==> config.mk <==
export PLATFORM = sky130hd
export DESIGN_NAME = bank_search_ctrl
export DESIGN_NICKNAME = d
export VERILOG_FILES = /design/src/rtl/bsc_pkg.sv /design/src/rtl/bsc_wave_plan.sv /design/src/rtl/bsc_track.sv /design/src/rtl/bsc_pick_near.sv /design/src/rtl/bank_search_ctrl.sv
export SDC_FILE = /design/constraint.sdc
export NUM_CORES = 1
export LEC_CHECK = 0
export ABC_CLOCK_PERIOD_IN_PS = 4900
export BUFFER_PORTS_ARGS = -buffer_cell sky130_fd_sc_hd__buf_2
export CAP_MARGIN = 5
export CORE_MARGIN = 2
export CORE_UTILIZATION = 47
export CTS_CLUSTER_SIZE = 12
export DETAILED_ROUTE_END_ITERATION = 10
export PLACE_DENSITY = 0.76
export SETUP_SLACK_MARGIN = 0.15
export SLEW_MARGIN = 20
export SYNTH_ARGS = -nofsm -noshare
export SYNTH_HDL_FRONTEND = slang
export SYNTH_SLANG_ARGS = --single-unit
==> constraint.sdc <==
create_clock -name clk -period 4.9 [get_ports clk]
set_input_delay 0.98 -clock clk [delete_from_list [all_inputs] [get_ports clk]]
set_output_delay 0.98 -clock clk [all_outputs]
set_load 0.1 [all_outputs]
==> src/rtl/bsc_pkg.sv <==
package bsc_pkg;
  typedef enum logic [1:0] {
    SRCH_SERIAL     = 2'd0,
    SRCH_BROAD      = 2'd1,
    SRCH_NEAR_FIRST = 2'd2,
    SRCH_SUBSET     = 2'd3
  } srch_mode_e;
endpackage

==> src/rtl/bsc_wave_plan.sv <==
// Decides which banks belong to a given wave of a given policy, and
// whether that wave is the final one.
module bsc_wave_plan
  import bsc_pkg::*;
#(
  parameter int NB   = 8,
  parameter int NEAR = 2,
  parameter int GRP  = 3,
  parameter int WV_W = 3
) (
  input  srch_mode_e      mode,
  input  logic [WV_W-1:0] wave,
  output logic [NB-1:0]   mask,
  output logic            last
);
  localparam int NSUB = (NB + GRP - 1) / GRP;

  for (genvar b = 0; b < NB; b++) begin : g_member
    localparam bit IN_NEAR = (b < NEAR);
    localparam int GID     = b / GRP;
    assign mask[b] = (mode == SRCH_SERIAL) ? (int'(wave) == b) :
                     (mode == SRCH_BROAD)  ? (wave == '0) :
                     (mode == SRCH_NEAR_FIRST) ?
                       (IN_NEAR ? (wave == '0) : (int'(wave) == 1)) :
                     (int'(wave) == GID);
  end

  always_comb begin
    unique case (mode)
      SRCH_SERIAL:     last = (int'(wave) == NB - 1);
      SRCH_BROAD:      last = 1'b1;
      SRCH_NEAR_FIRST: last = (int'(wave) == 1);
      default:         last = (int'(wave) == NSUB - 1);
    endcase
  end
endmodule

==> src/rtl/bsc_track.sv <==
// Per-bank outstanding-probe flags; filters replies to banks actually probed.
module bsc_track #(
  parameter int NB = 8
) (
  input  logic          clk,
  input  logic          rst,
  input  logic          issue_en,
  input  logic [NB-1:0] issue_mask,
  input  logic [NB-1:0] resp_valid,
  input  logic [NB-1:0] resp_hit,
  output logic [NB-1:0] pending,
  output logic [NB-1:0] hit_vec,
  output logic          all_back
);
  for (genvar b = 0; b < NB; b++) begin : g_bank
    logic pend_q;
    always_ff @(posedge clk) begin
      if (rst) begin
        pend_q <= 1'b0;
      end else begin
        pend_q <= (pend_q & ~resp_valid[b]) | (issue_en & issue_mask[b]);
      end
    end
    assign pending[b] = pend_q;
  end

  assign hit_vec  = resp_valid & resp_hit & pending;
  assign all_back = ((pending & ~resp_valid) == '0);
endmodule

==> src/rtl/bsc_pick_near.sv <==
// Lowest-index (nearest) set bit of a request vector.
module bsc_pick_near #(
  parameter int NB = 8,
  parameter int IW = 3
) (
  input  logic [NB-1:0] req,
  output logic          any,
  output logic [IW-1:0] idx
);
  always_comb begin
    idx = '0;
    for (int i = NB - 1; i >= 0; i--) begin
      if (req[i]) idx = IW'(i);
    end
  end
  assign any = |req;
endmodule

==> src/rtl/bank_search_ctrl.sv <==
module bank_search_ctrl
  import bsc_pkg::*;
#(
  parameter int NUM_BANKS = 8,
  parameter int TAG_W     = 16,
  parameter int NEAR_CNT  = 2,
  parameter int GROUP_SZ  = 3
) (
  input  logic                           clk,
  input  logic                           rst,
  input  logic                           req_valid,
  output logic                           req_ready,
  input  logic [TAG_W-1:0]               req_tag,
  input  logic [1:0]                     req_mode,
  output logic [NUM_BANKS-1:0]           probe_valid,
  output logic [TAG_W-1:0]               probe_tag,
  input  logic [NUM_BANKS-1:0]           resp_valid,
  input  logic [NUM_BANKS-1:0]           resp_hit,
  output logic                           res_valid,
  output logic                           res_hit,
  output logic [$clog2(NUM_BANKS)-1:0]   res_bank,
  output logic [$clog2(NUM_BANKS+1)-1:0] res_probes
);
  localparam int BIDX_W = $clog2(NUM_BANKS);
  localparam int CNT_W  = $clog2(NUM_BANKS + 1);
  localparam int WV_W   = BIDX_W;

  logic                 busy_q, last_q;
  srch_mode_e           mode_q, mode_sel;
  logic [WV_W-1:0]      wave_q, wave_sel;
  logic [TAG_W-1:0]     tag_q;
  logic [CNT_W-1:0]     cnt_q, pop;
  logic [NUM_BANKS-1:0] probe_q;
  logic                 rv_q, rh_q;
  logic [BIDX_W-1:0]    rb_q;
  logic [CNT_W-1:0]     rp_q;

  logic [NUM_BANKS-1:0] plan_mask, pending, hit_vec;
  logic                 plan_last, all_back, hit_any;
  logic [BIDX_W-1:0]    hit_idx;
  logic                 accept, advance, issue_en;

  assign req_ready = !busy_q && (pending == '0);
  assign accept    = req_valid && req_ready;
  assign mode_sel  = accept ? srch_mode_e'(req_mode) : mode_q;
  assign wave_sel  = accept ? '0 : wave_q + 1'b1;
  assign advance   = busy_q && !hit_any && all_back && !last_q;
  assign issue_en  = accept || advance;

  bsc_wave_plan #(
    .NB(NUM_BANKS), .NEAR(NEAR_CNT), .GRP(GROUP_SZ), .WV_W(WV_W)
  ) u_plan (
    .mode(mode_sel), .wave(wave_sel), .mask(plan_mask), .last(plan_last)
  );

  bsc_track #(.NB(NUM_BANKS)) u_track (
    .clk(clk), .rst(rst), .issue_en(issue_en), .issue_mask(plan_mask),
    .resp_valid(resp_valid), .resp_hit(resp_hit),
    .pending(pending), .hit_vec(hit_vec), .all_back(all_back)
  );

  bsc_pick_near #(.NB(NUM_BANKS), .IW(BIDX_W)) u_pick (
    .req(hit_vec), .any(hit_any), .idx(hit_idx)
  );

  always_comb begin
    pop = '0;
    for (int i = 0; i < NUM_BANKS; i++) pop = pop + CNT_W'(plan_mask[i]);
  end

  always_ff @(posedge clk) begin
    if (rst) begin
      busy_q  <= 1'b0;
      last_q  <= 1'b0;
      mode_q  <= SRCH_SERIAL;
      wave_q  <= '0;
      tag_q   <= '0;
      cnt_q   <= '0;
      probe_q <= '0;
      rv_q    <= 1'b0;
      rh_q    <= 1'b0;
      rb_q    <= '0;
      rp_q    <= '0;
    end else begin
      probe_q <= issue_en ? plan_mask : '0;
      rv_q    <= 1'b0;
      if (accept) begin
        busy_q <= 1'b1;
        mode_q <= mode_sel;
        tag_q  <= req_tag;
        wave_q <= '0;
        last_q <= plan_last;
        cnt_q  <= pop;
      end else if (busy_q) begin
        if (hit_any) begin
          busy_q <= 1'b0;
          rv_q   <= 1'b1;
          rh_q   <= 1'b1;
          rb_q   <= hit_idx;
          rp_q   <= cnt_q;
        end else if (all_back && last_q) begin
          busy_q <= 1'b0;
          rv_q   <= 1'b1;
          rh_q   <= 1'b0;
          rb_q   <= '0;
          rp_q   <= cnt_q;
        end else if (advance) begin
          wave_q <= wave_sel;
          last_q <= plan_last;
          cnt_q  <= cnt_q + pop;
        end
      end
    end
  end

  assign probe_valid = probe_q;
  assign probe_tag   = tag_q;
  assign res_valid   = rv_q;
  assign res_hit     = rh_q;
  assign res_bank    = rb_q;
  assign res_probes  = rp_q;
endmodule

# After elaboration in Yosys (flattened, before gate mapping)
# Cells that the tools add are included.
[classes] n_reduce_logical=25 n_addsub=9 mux=48 multipliers=0 n_div=0 eq_ne=11 shifts=0 bitwise=41 order_cmp=0
[ops] cell="$mux 3" count=11
[ops] cell="$mux 1" count=28
[ops] cell="$mux 4" count=7
[ops] cell="$and 8x8->8" count=3
[ops] cell="$add 4x1->4" count=4
[ops] cell="$and 1x1->1" count=16
[ops] cell="$logic_not 8->1" count=2
[ops] cell="$not 1->1" count=13
[ops] cell="$eq 3x3->1 const B" count=4
[ops] cell="$not 8->8" count=1
[ops] cell="$or 1x1->1" count=8
[ops] cell="$reduce_and 4->1" count=2
[ops] cell="$reduce_or 8->1" count=1
[ops] cell="$eq 3x2->1 const B" count=2
[ops] cell="$logic_and 1x1->1" count=6
[ops] cell="$logic_not 3->1" count=2
[ops] cell="$reduce_bool 2->1" count=3
[ops] cell="$add 3x1->4" count=1
[ops] cell="$add 4x4->4" count=1
[ops] cell="$reduce_or 2->1" count=2
[ops] cell="$add 2x1->3" count=1
[ops] cell="$add 3x1->3 const B" count=1
[ops] cell="$eq 3x1->1 const B" count=1
[ops] cell="$logic_not 1->1" count=3
[ops] cell="11 further kinds" count=11
[totals] regBits=52 latch_bits=0 romBits=0 mem_bits_rw=0 n_memories=0

# Longest topological paths before layout
[logic_depth] ltp_word=21 depth_mapped=20 depth_no_buf=19

# Cells and area by module
# Synthesis repeated with hierarchy kept, for this count alone.
[unflattened] hier_cells=319 area_unflattened_um2=2720.1
[modules_own_cells] mod="bank_search_ctrl" instances=1 area_per_inst_um2=1963.1 cells_per_inst=219 seq_area_each_um2=880.8
[modules_own_cells] mod="bsc_track" instances=1 area_per_inst_um2=436.7 cells_per_inst=53 seq_area_each_um2=160.2
[modules_own_cells] mod="bsc_wave_plan" instances=1 area_per_inst_um2=239.0 cells_per_inst=34 seq_area_each_um2=0.0
[modules_own_cells] mod="bsc_pick_near" instances=1 area_per_inst_um2=81.3 cells_per_inst=13 seq_area_each_um2=0.0

# Worst setup path after synthesis
# Ideal clock, no wire load.
[synth_path] kind="input to register" from="in req_valid" to="reg cnt_q[3]" arrival_time_ns=4.827 required_ns=4.830 path_stages=17 slack_ns=0.003 setup_ns=0.070 cell_sequence="and4_1 > buf_2 > nor2_1 > a21o_1 > fa_1 > inv_1 > fa_1 > fa_1 > inv_1 > ha_1 > fa_1 > ha_1 > a21o_1 > a21oi_1 > mux2i_1 > o32a_1 > a21oi_1"
[synth_rtl] element="start, declared" line="bank_search_ctrl.sv:11" text="input logic req_valid,"
[synth_rtl] element="$logic_and 1x1->1 (*)" line="bank_search_ctrl.sv:44" text="assign accept = req_valid && req_ready;"
[synth_rtl] element="$mux 3 / $mux 2 (equally long branches)" line="bank_search_ctrl.sv:46, bank_search_ctrl.sv:45"
[synth_rtl] element="$eq 3x2->1 (tied with other cells)"
[synth_rtl] element="$mux 1" line="bsc_wave_plan.sv:22" text="(mode == SRCH_BROAD) ? (wave == '0) :"
[synth_rtl] element="$mux 1 (*)" line="bsc_wave_plan.sv:21" text="assign mask[b] = (mode == SRCH_SERIAL) ? (int'(wave) == b) :"
[synth_rtl] element="via plan_mask[3]" line="bank_search_ctrl.sv:38" text="logic [NUM_BANKS-1:0] plan_mask, pending, hit_vec;"
[synth_rtl] element="$add 3x1->4 (*)" line="bank_search_ctrl.sv:68" text="for (int i = 0; i < NUM_BANKS; i++) pop = pop + CNT_W'(plan_mask[i]);"
[synth_rtl] element="$add 4x1->4 (*) (4 in a row)" line="bank_search_ctrl.sv:68"
[synth_rtl] element="$add 4x4->4" line="bank_search_ctrl.sv:110" text="cnt_q <= cnt_q + pop;"
[synth_rtl] element="$mux 4" line="bank_search_ctrl.sv:107" text="end else if (advance) begin"
[synth_rtl] element="$mux 4" line="bank_search_ctrl.sv:101" text="end else if (all_back && last_q) begin"
[synth_rtl] element="$mux 4" line="bank_search_ctrl.sv:95" text="if (hit_any) begin"
[synth_rtl] element="$mux 4" line="bank_search_ctrl.sv:94" text="end else if (busy_q) begin"
[synth_rtl] element="$mux 4 (*)" line="bank_search_ctrl.sv:87" text="if (accept) begin"
[synth_rtl] element="end signal, assigned" line="bank_search_ctrl.sv:93" text="cnt_q <= pop;"
[synth_rtl] element="end signal, assigned" line="bank_search_ctrl.sv:110"
[synth_rtl] element="end, declared" line="bank_search_ctrl.sv:32" text="logic [CNT_W-1:0] cnt_q, pop;"
# The timed path passes the listed nets; every way through them passes the cells marked *. The select of a mux whose other input is x is not followed.
# A chain may end at the register's enable or synchronous reset.

# Worst setup path in the final report
[layout_path] from="reg u_track.g_bank[4].pend_q" to="reg cnt_q[3]"
[layout_rtl] element="start, declared" line="bsc_track.sv:16" text="logic pend_q;"
[layout_rtl] element="start signal, assigned" line="bsc_track.sv:21" text="pend_q <= (pend_q & ~resp_valid[b]) | (issue_en & issue_mask[b]);"
[layout_rtl] element="$logic_not 8->1 (*)" line="bank_search_ctrl.sv:43" text="assign req_ready = !busy_q && (pending == '0);"
[layout_rtl] element="$logic_and 1x1->1 (*)" line="bank_search_ctrl.sv:43"
[layout_rtl] element="$logic_and 1x1->1 (*)" line="bank_search_ctrl.sv:44"
[layout_rtl] element="$mux 3 / $mux 2 (equally long branches)" line="bank_search_ctrl.sv:46, bank_search_ctrl.sv:45"
[layout_rtl] element="$eq 3x2->1 (tied with other cells)"
[layout_rtl] element="$mux 1" line="bsc_wave_plan.sv:22"
[layout_rtl] element="$mux 1 (*)" line="bsc_wave_plan.sv:21"
[layout_rtl] element="via plan_mask[3]" line="bank_search_ctrl.sv:38"
[layout_rtl] element="$add 3x1->4 (*)" line="bank_search_ctrl.sv:68"
[layout_rtl] element="$add 4x1->4 (*) (4 in a row)" line="bank_search_ctrl.sv:68"
[layout_rtl] element="$add 4x4->4" line="bank_search_ctrl.sv:110"
[layout_rtl] element="$mux 4" line="bank_search_ctrl.sv:107"
[layout_rtl] element="$mux 4" line="bank_search_ctrl.sv:101"
[layout_rtl] element="$mux 4" line="bank_search_ctrl.sv:95"
[layout_rtl] element="$mux 4" line="bank_search_ctrl.sv:94"
[layout_rtl] element="$mux 4 (*)" line="bank_search_ctrl.sv:87"
# Marked as above.

==> results.json <==
{
  "antennaDiodeCount": 0,
  "synth.area.mux_share_pct": 1.941,
  "io_buffers": 70,
  "cts_sinks": 52,
  "grt_max_degree": 46,
  "drc": 0,
  "drive_gt1_share_pct": 28.54,
  "start_kind": "register",
  "hold_viol": 0,
  "synth.area.top_cells": "dfxtp_1 40%, nand2_1 9.6%, a21oi_1 7.8%, fa_1 3.9%, ha_1 3.4%",
  "slew_violations": 0,
  "wl_um": 6653,
  "synth_top_family_by_area": "simple AND/OR/NAND/NOR gates",
  "pin_count": 71,
  "postRouteAntennaNets": 0,
  "synth_fp_nets": 370,
  "hp-class": "reg2reg",
  "numCtsBuffers": 5,
  "run_status": "complete, no violations",
  "synth_xor_area_share_pct": 2.717,
  "antenna_found_initial": 0,
  "syn_avg_cell_area_um2": 8.033,
  "cts_max_path_buffers": 2,
  "finalCriticalPeriod_ns": 4.740,
  "dieHeight_um": 78.07,
  "synth_adder_area_share_pct": 7.278,
  "fp-row-count": 26,
  "core_um2": 5205,
  "synth_compound_gate_area_share_pct": 16.98,
  "worstMarginPinSlew_ns": 0.8329,
  "finalSetupViolations": 0,
  "crit_type": "reg2reg",
  "clk_pin_slew_ns": 0.09,
  "fmax_mhz": 211.0,
  "maxCapViolCount": 0,
  "yosys.area.top_type": "dfxtp_1",
  "slew_headroom_pct": 44.48,
  "ys_ff_latch": 52,
  "gp_congestion": 0.9749,
  "synth_common_cells": "66 x nand2_1, 52 x dfxtp_1, 40 x a21oi_1, 19 x nor2_1, 17 x nand3_1",
  "grt.overflow.total": 0,
  "synth-seq-area-share_pct": 40.37,
  "clk_latency_ns": 0.29,
  "cts_htree_levels": 2,
  "synth_top_area_share_pct": 40.37,
  "yosys_warnings": 0,
  "syn_inst": 321,
  "yosys.area_share.simple_pct": 26.49,
  "cts-hold-fix-buffers": 0,
  "nets": 451,
  "syn-cell-area_um2": 2579,
  "area_growth_syn_to_layout_pct": 26.01,
  "crit_arrival_ns": 4.96,
  "drt-initial-drc-count": 110,
  "vias": 2516,
  "dieArea_um2": 6095,
  "synthArstFlopShare_pct": 0,
  "synth.distinct_cells": 41,
  "cts_tree": "yes",
  "vias_per_cell": 5.319,
  "groute.usage.overall_pct": 21.66,
  "ctsRootBufferMaster": "clkbuf_8",
  "crit_required_ns": 5.12,
  "start_util_pct": 49.54,
  "endpoint_kind": "register",
  "grt_pass1_vias": 2333,
  "tns_ns": 0,
  "hpwl_um": 4856,
  "rsz0062_at_grt": "yes",
  "synth_enable_flop_cells": 0,
  "dr.pass1.iters": 4,
  "grt_pass1_wl_um": 10710,
  "wire_per_inst_um": 14.07,
  "period_share_pct": 96.74,
  "post-synth-top-count-cell": "nand2_1",
  "ys.flop_type": "dfxtp_1",
  "crit_fanout": 5,
  "die_w_um": 78.07,
  "finClkSkew_ns": 0.008225
}
layout by cell type, fill, tap and decap left out, drive strengths merged, types with 6 or more instances in the layout:
cell	Yosys	final
buf	4	90
o21ai	8	8
nand2b	6	6
nand3	17	17
clkbuf	12	7
inv	10	10
nor2	19	19
nand2	66	66
nor3	8	8
dfxtp	52	52
ha	7	7
a21oi	40	40
and3	6	6
sequential cells by signal (all words and copies together) (netlist names), 2 cells and up:
| name | count |
|---|---|
| probe_tag | 16 |
| probe_valid | 8 |
| u_track.g_bank.pend_q | 8 |
| cnt_q | 4 |
| res_probes | 4 |
| res_bank | 3 |
| wave_q | 3 |
| mode_q | 2 |
final timing paths:
| kind | startpoint | endpoint | slack, ns | cells after the start |
|---|---|---|---|---|
| worst max register to register | u_track.g_bank[4].pend_q | cnt_q[3] | 0.16 | 18 |
| worst max-delay path | u_track.g_bank[4].pend_q | cnt_q[3] | 0.16 | 18 |
| worst min-delay path | probe_tag[9] | probe_tag[9] | 0.45 | 2 |
| worst min register to register | probe_tag[9] | probe_tag[9] | 0.45 | 2 |
final cells by class:
type,count,area [um2]
multi-input combinational,243,1486
sequential,52,1044
clock buffer,7,86.33
fill,488,1956
timing repair buffer,90,500.5
inverter,10,37.54
tap,70,87.58
clock inverter,1,7.507
logic make-up after synthesis:
family / count (synthesis)
AOI/OAI and AO/OA: 74
xor gates and xnor gates: 8
adders and majority gates: 12
buffers and inverters: 26
DFF: 52
muxes: 5
and+or+nand+nor: 144
metal layers:
metal,share of wire [%],global-route usage [%]
met1,46,29.14
met2,47,35.69
met3,5.9,4.138
met4,1.1,6.140
met5,0,0
timing repair:
item | CTS | global route
endpoints found under the setup margin | 2 | 3
pin swaps | 2 | 12
gates resized for setup | 1 | 11
buffers inserted | 0 | 3
per-stage QoR:
step	std cells	hold WS, ns	setup WS [ns]	util (%)	cell area, um2
6_report	473	0.4501	0.1597	62.43	3249
4_1_cts	470	0.4546	0.1553	61.01	3176
3_3_place_gp	462	0.4354	-0.01811	59.11	3077
5_1_grt	473	0.4766	-0.01439	62.43	3249
2_1_floorplan	321	0.4414	0.05920	-	2582
3_5_place_dp	462	0.4413	-0.1032	59.11	3077
worst max-delay path, stage by stage, from the launching register on:
cell     delay (ns)
dfxtp_1        0.34
nor4_1         0.30
buf_4          0.18
and4_1         0.24
nor2_1         0.06
a21o_1         0.19
fa_1           0.50
inv_1          0.06
fa_1           0.48
fa_1           0.51
inv_1          0.04
ha_2           0.18
fa_1           0.45
ha_1           0.29
a21o_1         0.17
a21oi_2        0.18
mux2i_1        0.10
o32a_1         0.29
a21oi_1        0.13
Power is not shown: default switching activity piles up to over one toggle a cycle in this logic, so the estimate is an artifact.
